[config.mk]
export PLATFORM = sky130hd
export DESIGN_NAME = ttx_pacer
export DESIGN_NICKNAME = d
export VERILOG_FILES = /design/src/rtl/ttx_pkg.sv /design/src/rtl/ttx_line_gate.sv /design/src/rtl/ttx_bit_ctrl.sv /design/src/rtl/ttx_bit_dp.sv /design/src/rtl/ttx_pacer.sv
export SDC_FILE = /design/constraint.sdc
export NUM_CORES = 1
export LEC_CHECK = 0
export ABC_AREA = 1
export ABC_CLOCK_PERIOD_IN_PS = 2000
export BUFFER_PORTS_ARGS = -buffer_cell sky130_fd_sc_hd__buf_2
export CAP_MARGIN = 20
export CORE_MARGIN = 2
export CORE_UTILIZATION = 47
export CTS_BUF_LIST = sky130_fd_sc_hd__clkbuf_16
export DETAILED_ROUTE_END_ITERATION = 12
export PLACE_DENSITY = 0.85
export SLEW_MARGIN = 20
export SYNTH_ARGS = -nofsm -noshare
export SYNTH_HDL_FRONTEND = slang
export SYNTH_HIERARCHICAL = 1
export SYNTH_SLANG_ARGS = --single-unit
[constraint.sdc]
create_clock -name clk -period 2 [get_ports clk]
set_clock_uncertainty 0.2 [all_clocks]
set_input_delay 0.1 -clock clk [delete_from_list [all_inputs] [get_ports clk]]
set_output_delay 0.1 -clock clk [all_outputs]
set_load 0.05 [all_outputs]
[src/rtl/ttx_pkg.sv]
package ttx_pkg;

  typedef struct packed {
    logic reqWin;   // request window open for the current count
    logic bitEnd;   // current clock is the last of a bit period
    logic bitOdd;   // index of the current bit is odd
  } ttxStrobeT;

  // length in clocks of a window of nBits, where within each group the
  // positions that are a nonzero multiple of stride (0-based) are short
  function automatic int windowCycles(int nBits, int groupBits, int stride);
    int total;
    int p;
    total = 0;
    for (int i = 0; i < nBits; i++) begin
      p = i % groupBits;
      total += ((p != 0) && (p % stride == 0)) ? 3 : 4;
    end
    return total;
  endfunction

endpackage

[src/rtl/ttx_line_gate.sv]
module ttx_line_gate #(
  parameter int L_W         = 10,
  parameter int ODD_FIRST   = 6,
  parameter int ODD_LINES   = 17,
  parameter int EVEN_FIRST  = 318,
  parameter int EVEN_LINES  = 18
) (
  input  logic                  is625Mode,
  input  logic                  ttxEnable,
  input  logic [L_W-1:0]        lineNum,
  input  logic [ODD_LINES-1:0]  oddLineEn,
  input  logic [EVEN_LINES-1:0] evenLineEn,
  output logic                  lineActive
);

  logic [ODD_LINES-1:0]  oddHit;
  logic [EVEN_LINES-1:0] evenHit;

  for (genvar i = 0; i < ODD_LINES; i++) begin : g_odd
    assign oddHit[i] = oddLineEn[i] && (lineNum == L_W'(ODD_FIRST + i));
  end

  for (genvar j = 0; j < EVEN_LINES; j++) begin : g_even
    assign evenHit[j] = evenLineEn[j] && (lineNum == L_W'(EVEN_FIRST + j));
  end

  assign lineActive = is625Mode && ttxEnable && ((|oddHit) || (|evenHit));

endmodule

[src/rtl/ttx_bit_ctrl.sv]
module ttx_bit_ctrl
  import ttx_pkg::*;
#(
  parameter int H_W         = 11,
  parameter int ADV_W       = 8,
  parameter int WIN_START   = 264,
  parameter int NUM_BITS    = 360,
  parameter int GROUP_BITS  = 37,
  parameter int SHORT_STRIDE = 9
) (
  input  logic             clk,
  input  logic             rstN,
  input  logic             lineActive,
  input  logic [H_W-1:0]   hCount,
  input  logic [ADV_W-1:0] reqAdvance,
  output ttxStrobeT        strobe
);

  localparam int WIN_LEN = windowCycles(NUM_BITS, GROUP_BITS, SHORT_STRIDE);
  localparam int POS_W   = $clog2(GROUP_BITS + 1);
  localparam int BIT_W   = $clog2(NUM_BITS + 1);
  localparam logic [H_W:0] START_X = (H_W+1)'(WIN_START);
  localparam logic [H_W:0] END_X   = (H_W+1)'(WIN_START + WIN_LEN);
  localparam logic [H_W-1:0] START_H = H_W'(WIN_START);
  localparam logic [POS_W-1:0] POS_LAST = POS_W'(GROUP_BITS - 1);
  localparam logic [BIT_W-1:0] BIT_LAST = BIT_W'(NUM_BITS - 1);

  // short-position mask of one group, bit p set when position p (0-based) lasts 3 clocks
  function automatic logic [GROUP_BITS-1:0] shortMask();
    logic [GROUP_BITS-1:0] m;
    m = '0;
    for (int p = 1; p < GROUP_BITS; p++) begin
      if (p % SHORT_STRIDE == 0) m[p] = 1'b1;
    end
    return m;
  endfunction
  localparam logic [GROUP_BITS-1:0] SHORT_MASK = shortMask();

  logic             running;
  logic [1:0]       phase;
  logic [POS_W-1:0] posIdx;
  logic [BIT_W-1:0] bitIdx;

  logic             startNow;
  logic             curActive;
  logic [1:0]       curPhase;
  logic [POS_W-1:0] curPos;
  logic [BIT_W-1:0] curBit;
  logic [1:0]       lastPhase;
  logic             bitEnd;
  logic [H_W:0]     hAdv;

  assign startNow  = lineActive && (hCount == START_H);
  assign curActive = lineActive && (startNow || running);
  assign curPhase  = startNow ? 2'd0 : phase;
  assign curPos    = startNow ? '0 : posIdx;
  assign curBit    = startNow ? '0 : bitIdx;
  assign lastPhase = SHORT_MASK[curPos] ? 2'd2 : 2'd3;
  assign bitEnd    = curActive && (curPhase == lastPhase);

  always_ff @(posedge clk or negedge rstN) begin
    if (!rstN) begin
      running <= 1'b0;
      phase   <= '0;
      posIdx  <= '0;
      bitIdx  <= '0;
    end else if (!curActive) begin
      running <= 1'b0;
    end else if (bitEnd) begin
      running <= (curBit != BIT_LAST);
      phase   <= '0;
      posIdx  <= (curPos == POS_LAST) ? '0 : curPos + 1'b1;
      bitIdx  <= curBit + 1'b1;
    end else begin
      running <= 1'b1;
      phase   <= curPhase + 2'd1;
      posIdx  <= curPos;
      bitIdx  <= curBit;
    end
  end

  assign hAdv = {1'b0, hCount} + (H_W+1)'(reqAdvance);

  always_comb begin
    strobe.reqWin = lineActive && (hAdv >= START_X) && (hAdv < END_X);
    strobe.bitEnd = bitEnd;
    strobe.bitOdd = curBit[0];
  end

endmodule

[src/rtl/ttx_bit_dp.sv]
module ttx_bit_dp
  import ttx_pkg::*;
(
  input  logic      clk,
  input  logic      rstN,
  input  ttxStrobeT strobe,
  input  logic      testPatEn,
  input  logic      ttxDataIn,
  output logic      ttxReq,
  output logic      bitValid,
  output logic      bitData
);

  logic nextData;

  always_comb begin
    if (!strobe.bitEnd)  nextData = 1'b0;
    else if (testPatEn)  nextData = ~strobe.bitOdd;
    else                 nextData = ttxDataIn;
  end

  always_ff @(posedge clk or negedge rstN) begin
    if (!rstN) begin
      ttxReq   <= 1'b0;
      bitValid <= 1'b0;
      bitData  <= 1'b0;
    end else begin
      ttxReq   <= strobe.reqWin;
      bitValid <= strobe.bitEnd;
      bitData  <= nextData;
    end
  end

endmodule

[src/rtl/ttx_pacer.sv]
module ttx_pacer
  import ttx_pkg::*;
#(
  parameter int H_W          = 11,
  parameter int L_W          = 10,
  parameter int ADV_W        = 8,
  parameter int WIN_START    = 264,
  parameter int NUM_BITS     = 360,
  parameter int GROUP_BITS   = 37,
  parameter int SHORT_STRIDE = 9,
  parameter int ODD_FIRST    = 6,
  parameter int ODD_LINES    = 17,
  parameter int EVEN_FIRST   = 318,
  parameter int EVEN_LINES   = 18
) (
  input  logic                  clk,
  input  logic                  rstN,
  input  logic                  is625Mode,
  input  logic                  ttxEnable,
  input  logic [L_W-1:0]        lineNum,
  input  logic [H_W-1:0]        hCount,
  input  logic [ODD_LINES-1:0]  oddLineEn,
  input  logic [EVEN_LINES-1:0] evenLineEn,
  input  logic [ADV_W-1:0]      reqAdvance,
  input  logic                  testPatEn,
  input  logic                  ttxDataIn,
  output logic                  ttxReq,
  output logic                  bitValid,
  output logic                  bitData
);

  logic      lineActive;
  ttxStrobeT strobe;

  ttx_line_gate #(
    .L_W(L_W), .ODD_FIRST(ODD_FIRST), .ODD_LINES(ODD_LINES),
    .EVEN_FIRST(EVEN_FIRST), .EVEN_LINES(EVEN_LINES)
  ) gate_i (
    .is625Mode(is625Mode), .ttxEnable(ttxEnable), .lineNum(lineNum),
    .oddLineEn(oddLineEn), .evenLineEn(evenLineEn), .lineActive(lineActive)
  );

  ttx_bit_ctrl #(
    .H_W(H_W), .ADV_W(ADV_W), .WIN_START(WIN_START), .NUM_BITS(NUM_BITS),
    .GROUP_BITS(GROUP_BITS), .SHORT_STRIDE(SHORT_STRIDE)
  ) ctrl_i (
    .clk(clk), .rstN(rstN), .lineActive(lineActive), .hCount(hCount),
    .reqAdvance(reqAdvance), .strobe(strobe)
  );

  ttx_bit_dp dp_i (
    .clk(clk), .rstN(rstN), .strobe(strobe), .testPatEn(testPatEn),
    .ttxDataIn(ttxDataIn), .ttxReq(ttxReq), .bitValid(bitValid), .bitData(bitData)
  );

endmodule

==> impl_metrics.env <==
export IMPL_status="finished, violations left"
export IMPL_violations="setup timing"
export IMPL_finish_net_count=618
export IMPL_synth_simple_area_share_pct=49.3
export IMPL_fin_ws_ns=-0.949
export IMPL_dp_hpwl_um=5650
export IMPL_synth_xor_area_share_pct=4.40
export IMPL_clock_tree_htree_level_count=1
export IMPL_met3_usage_pct=3.84
export IMPL_ir_drop_mv=0.288
export IMPL_layout_common_cells="nand2_1 (128), buf_2 (68), buf_4 (52)"
export IMPL_path_clk_slew_ns=0.06
export IMPL_finalSetupViolCount=20
export IMPL_wl_per_cell_um=14.0
export IMPL_rsz0062_at_grt="true"
export IMPL_track_usage_pct=26.8
export IMPL_fin_area_um2=3630
export IMPL_cts_sinks=21
export IMPL_grt_ovfl_total=0
export IMPL_syn_nets=489
export IMPL_report_final_hold_viol_count=0
export IMPL_reg2reg_depth=14
export IMPL_dr_pass1_iters=5
export IMPL_drc_errors=0
export IMPL_cp_max_fo=8
export IMPL_min_delay_start="hCount[10]"
export IMPL_final_common_cell="nand2_1"
export IMPL_worstSetupPathType="in2reg"
export IMPL_ys_seq_area_share_pct=22.0
export IMPL_start_util_pct=49.6
export IMPL_dieHeight_um=75.3
export IMPL_ant_nets=0
export IMPL_syn_area_per_cell_um2=5.92
export IMPL_ys_seq_elements=21
export IMPL_core_um2=4820
export IMPL_use_met2_pct=51.2
export IMPL_p_per_area_nw_per_um2=334
export IMPL_yosys_warnings=6
export IMPL_io_buffers=72
export IMPL_endpoint_kind="flop"
export IMPL_fmax_ghz=0.339
export IMPL_slew_headroom_pct=65.9
export IMPL_syn_inst=404
export IMPL_cts_root_buffer="clkbuf_16"
export IMPL_finalCritPeriodShare_pct=147
export IMPL_hold_path_depth=6
export IMPL_dieWidth_um=75.3
export IMPL_busiest_layer="met2"
export IMPL_insertion_delay_ns=0.25
export IMPL_drive_gt1_share_pct=36.7
export IMPL_holdCritPathClass="in2reg"
export IMPL_placed_area_um2=3290
export IMPL_fin_tns_setup_ns=-17.87
export IMPL_synth_area_mux_share_pct=0
export IMPL_num_antenna_cells=0
export IMPL_finalMaxSlewViolations=0
export IMPL_r2r_setup_slack_ns=-0.10
export IMPL_drt_iter0_drc=265
export IMPL_holdPathEnd="dp_i/ttxReq$_DFF_PN0_"
export IMPL_leakagePower_nw=2.07
export IMPL_period_needed_ns=2.95
export IMPL_dieArea_um2=5670
export IMPL_reg2reg_to="dp_i/bitData$_DFF_PN0_"
export IMPL_wirelength_um=8380
export IMPL_cts_tree="built"
export IMPL_synth_distinct_cells=29
export IMPL_met1_usage_pct=30.8
export IMPL_worst_ep_required_time_ns=1.99
export IMPL_syn_area_um2=2390
export IMPL_synthAdderAreaFrac_pct=8.16
export IMPL_grt_pass1_vias=3121
export IMPL_critPathLaunchType="input pin"
export IMPL_tightest_slew_ns=0.512
export IMPL_place_gp_congestion=0.952
export IMPL_synth_compound_area_share_pct=4.92
export IMPL_rows=25
export IMPL_viasPerCell=5.48
export IMPL_fin_total_pwr_mw=1.22
export IMPL_synth_top_family_by_area="simple AND/OR/NAND/NOR gates"
export IMPL_grt_pass1_wl_um=12300
export IMPL_cts_buffers=3
export IMPL_grt_max_degree=22
export IMPL_ios=73
export IMPL_area_growth_syn_to_layout_pct=52.0
export IMPL_antenna_found_initial=0
export IMPL_clock_path_buffers=2
export IMPL_cap_violations=0
export IMPL_r2r_start="ctrl_i/posIdx[1]$_DFFE_PN0P_"
export IMPL_dr_total_vias=3283
export IMPL_crit_arrival_ns=2.94
==> where the power goes <==
part           internal (mW)  leakage, nW  total (mW)  switching [mW]
Clock                  0.269       0.0409       0.430           0.161
Combinational          0.160         1.76       0.361           0.200
Sequential             0.425        0.267       0.425       0.0000526
==> worst max-delay path by stage <==
stage               startpoint                      end  slack (ns)
global route        lineNum[0]   dp_i/bitData$_DFF_PN0_       -1.16
detailed placement  lineNum[0]   dp_i/bitData$_DFF_PN0_       -1.25
floorplan           lineNum[1]   dp_i/bitData$_DFF_PN0_       -0.81
finish              lineNum[0]   dp_i/bitData$_DFF_PN0_       -0.95
CTS                 lineNum[0]  dp_i/bitValid$_DFF_PN0_       -0.77
global placement    lineNum[0]   dp_i/bitData$_DFF_PN0_       -1.08
==> cells by family after synthesis <==
logic type / Yosys count
compound gates: 21
simple gates: 269
fa+ha+maj: 15
flops: 21
buf+inv: 66
xor+xnor: 12
==> what timing repair did <==
item | 4_1_cts | 5_1_grt
endpoints found under the hold margin | 22 | 0
buffers inserted | 3 | 1
cloned | 1 | 0
endpoints found under the setup margin | 20 | 21
hold buffers | 3 | 0
resized for setup | 17 | 28
pin swaps | 14 | 12
==> per-stage QoR <==
step | setup slack (ns) | std cells | util (%) | hold WS (ns)
after floorplan | -0.810 | 404 | - | -0.396
after global placement | -1.08 | 587 | 68.4 | -0.123
after detailed placement | -1.25 | 587 | 68.4 | -0.109
after CTS | -0.766 | 598 | 72.7 | 0.0562
after global routing | -1.16 | 599 | 75.5 | 0.162
final | -0.949 | 599 | 75.5 | 0.126
==> final cells by class <==
class                           instances  area, um2
Clock buffer                            3       75.1
Clock inverter                          1       5.00
Fill cell                             350       1180
Inverter                               60        248
Multi-Input combinational cell        318       1860
Sequential cell                        21        526
Tap cell                               67       83.8
Timing Repair Buffer                  129        837
==> critical path, cell delays in order <==
cell	delay, ns
buf_12	0.12
buf_6	0.11
nor2_4	0.18
nand3_1	0.14
nand2_1	0.12
nor2_1	0.05
nand2_1	0.06
nand2_1	0.04
nand2_1	0.07
nand2_1	0.07
a21oi_2	0.19
nand2_1	0.09
nor2_2	0.12
nand3_4	0.15
nand2_4	0.14
inv_4	0.06
ha_4	0.16
ha_4	0.15
inv_2	0.04
o21ai_2	0.05
nand2_1	0.08
nand3_2	0.09
nand2_4	0.12
nand3_4	0.16
inv_4	0.12
nand2_2	0.05
nor2_2	0.08
==> cell usage after synthesis, drive strengths merged <==
cell type | count | share of area (%)
a21boi | 2 | 0.63
fa | 1 | 0.84
nand2 | 145 | 23
buf | 6 | 1.8
xor2 | 7 | 2.6
nand3 | 43 | 9.7
nand4 | 20 | 5.2
nand3b | 2 | 0.63
nor3 | 2 | 0.42
nor4 | 1 | 0.26
a31oi | 1 | 0.26
o211ai | 1 | 0.31
o21ai | 4 | 0.99
a21oi | 13 | 2.7
inv | 59 | 9.3
dfrtp | 21 | 22
xnor2 | 5 | 1.8
nor3b | 2 | 0.63
ha | 14 | 7.3
clkinv | 1 | 0.16
nor2 | 54 | 9.3
==> flip-flops by register name, indices dropped and copies added, names as in the netlist <==
| register | count |
|---|---|
| ctrl_i/running | 1 |
| ctrl_i/phase | 2 |
| ctrl_i/posIdx | 6 |
| ctrl_i/bitIdx | 9 |
| dp_i/bitData | 1 |
| dp_i/bitValid | 1 |
| dp_i/ttxReq | 1 |
==> routing by layer <==
metal	vias to the layer above	share of wire (%)	wire [um]
met3	40	8.0	666
li1	1539	-	-
met4	0	3.4	284
met2	203	50	4170
met5	-	0	0
met1	1501	39	3260
(Power assumes the default switching activity.)
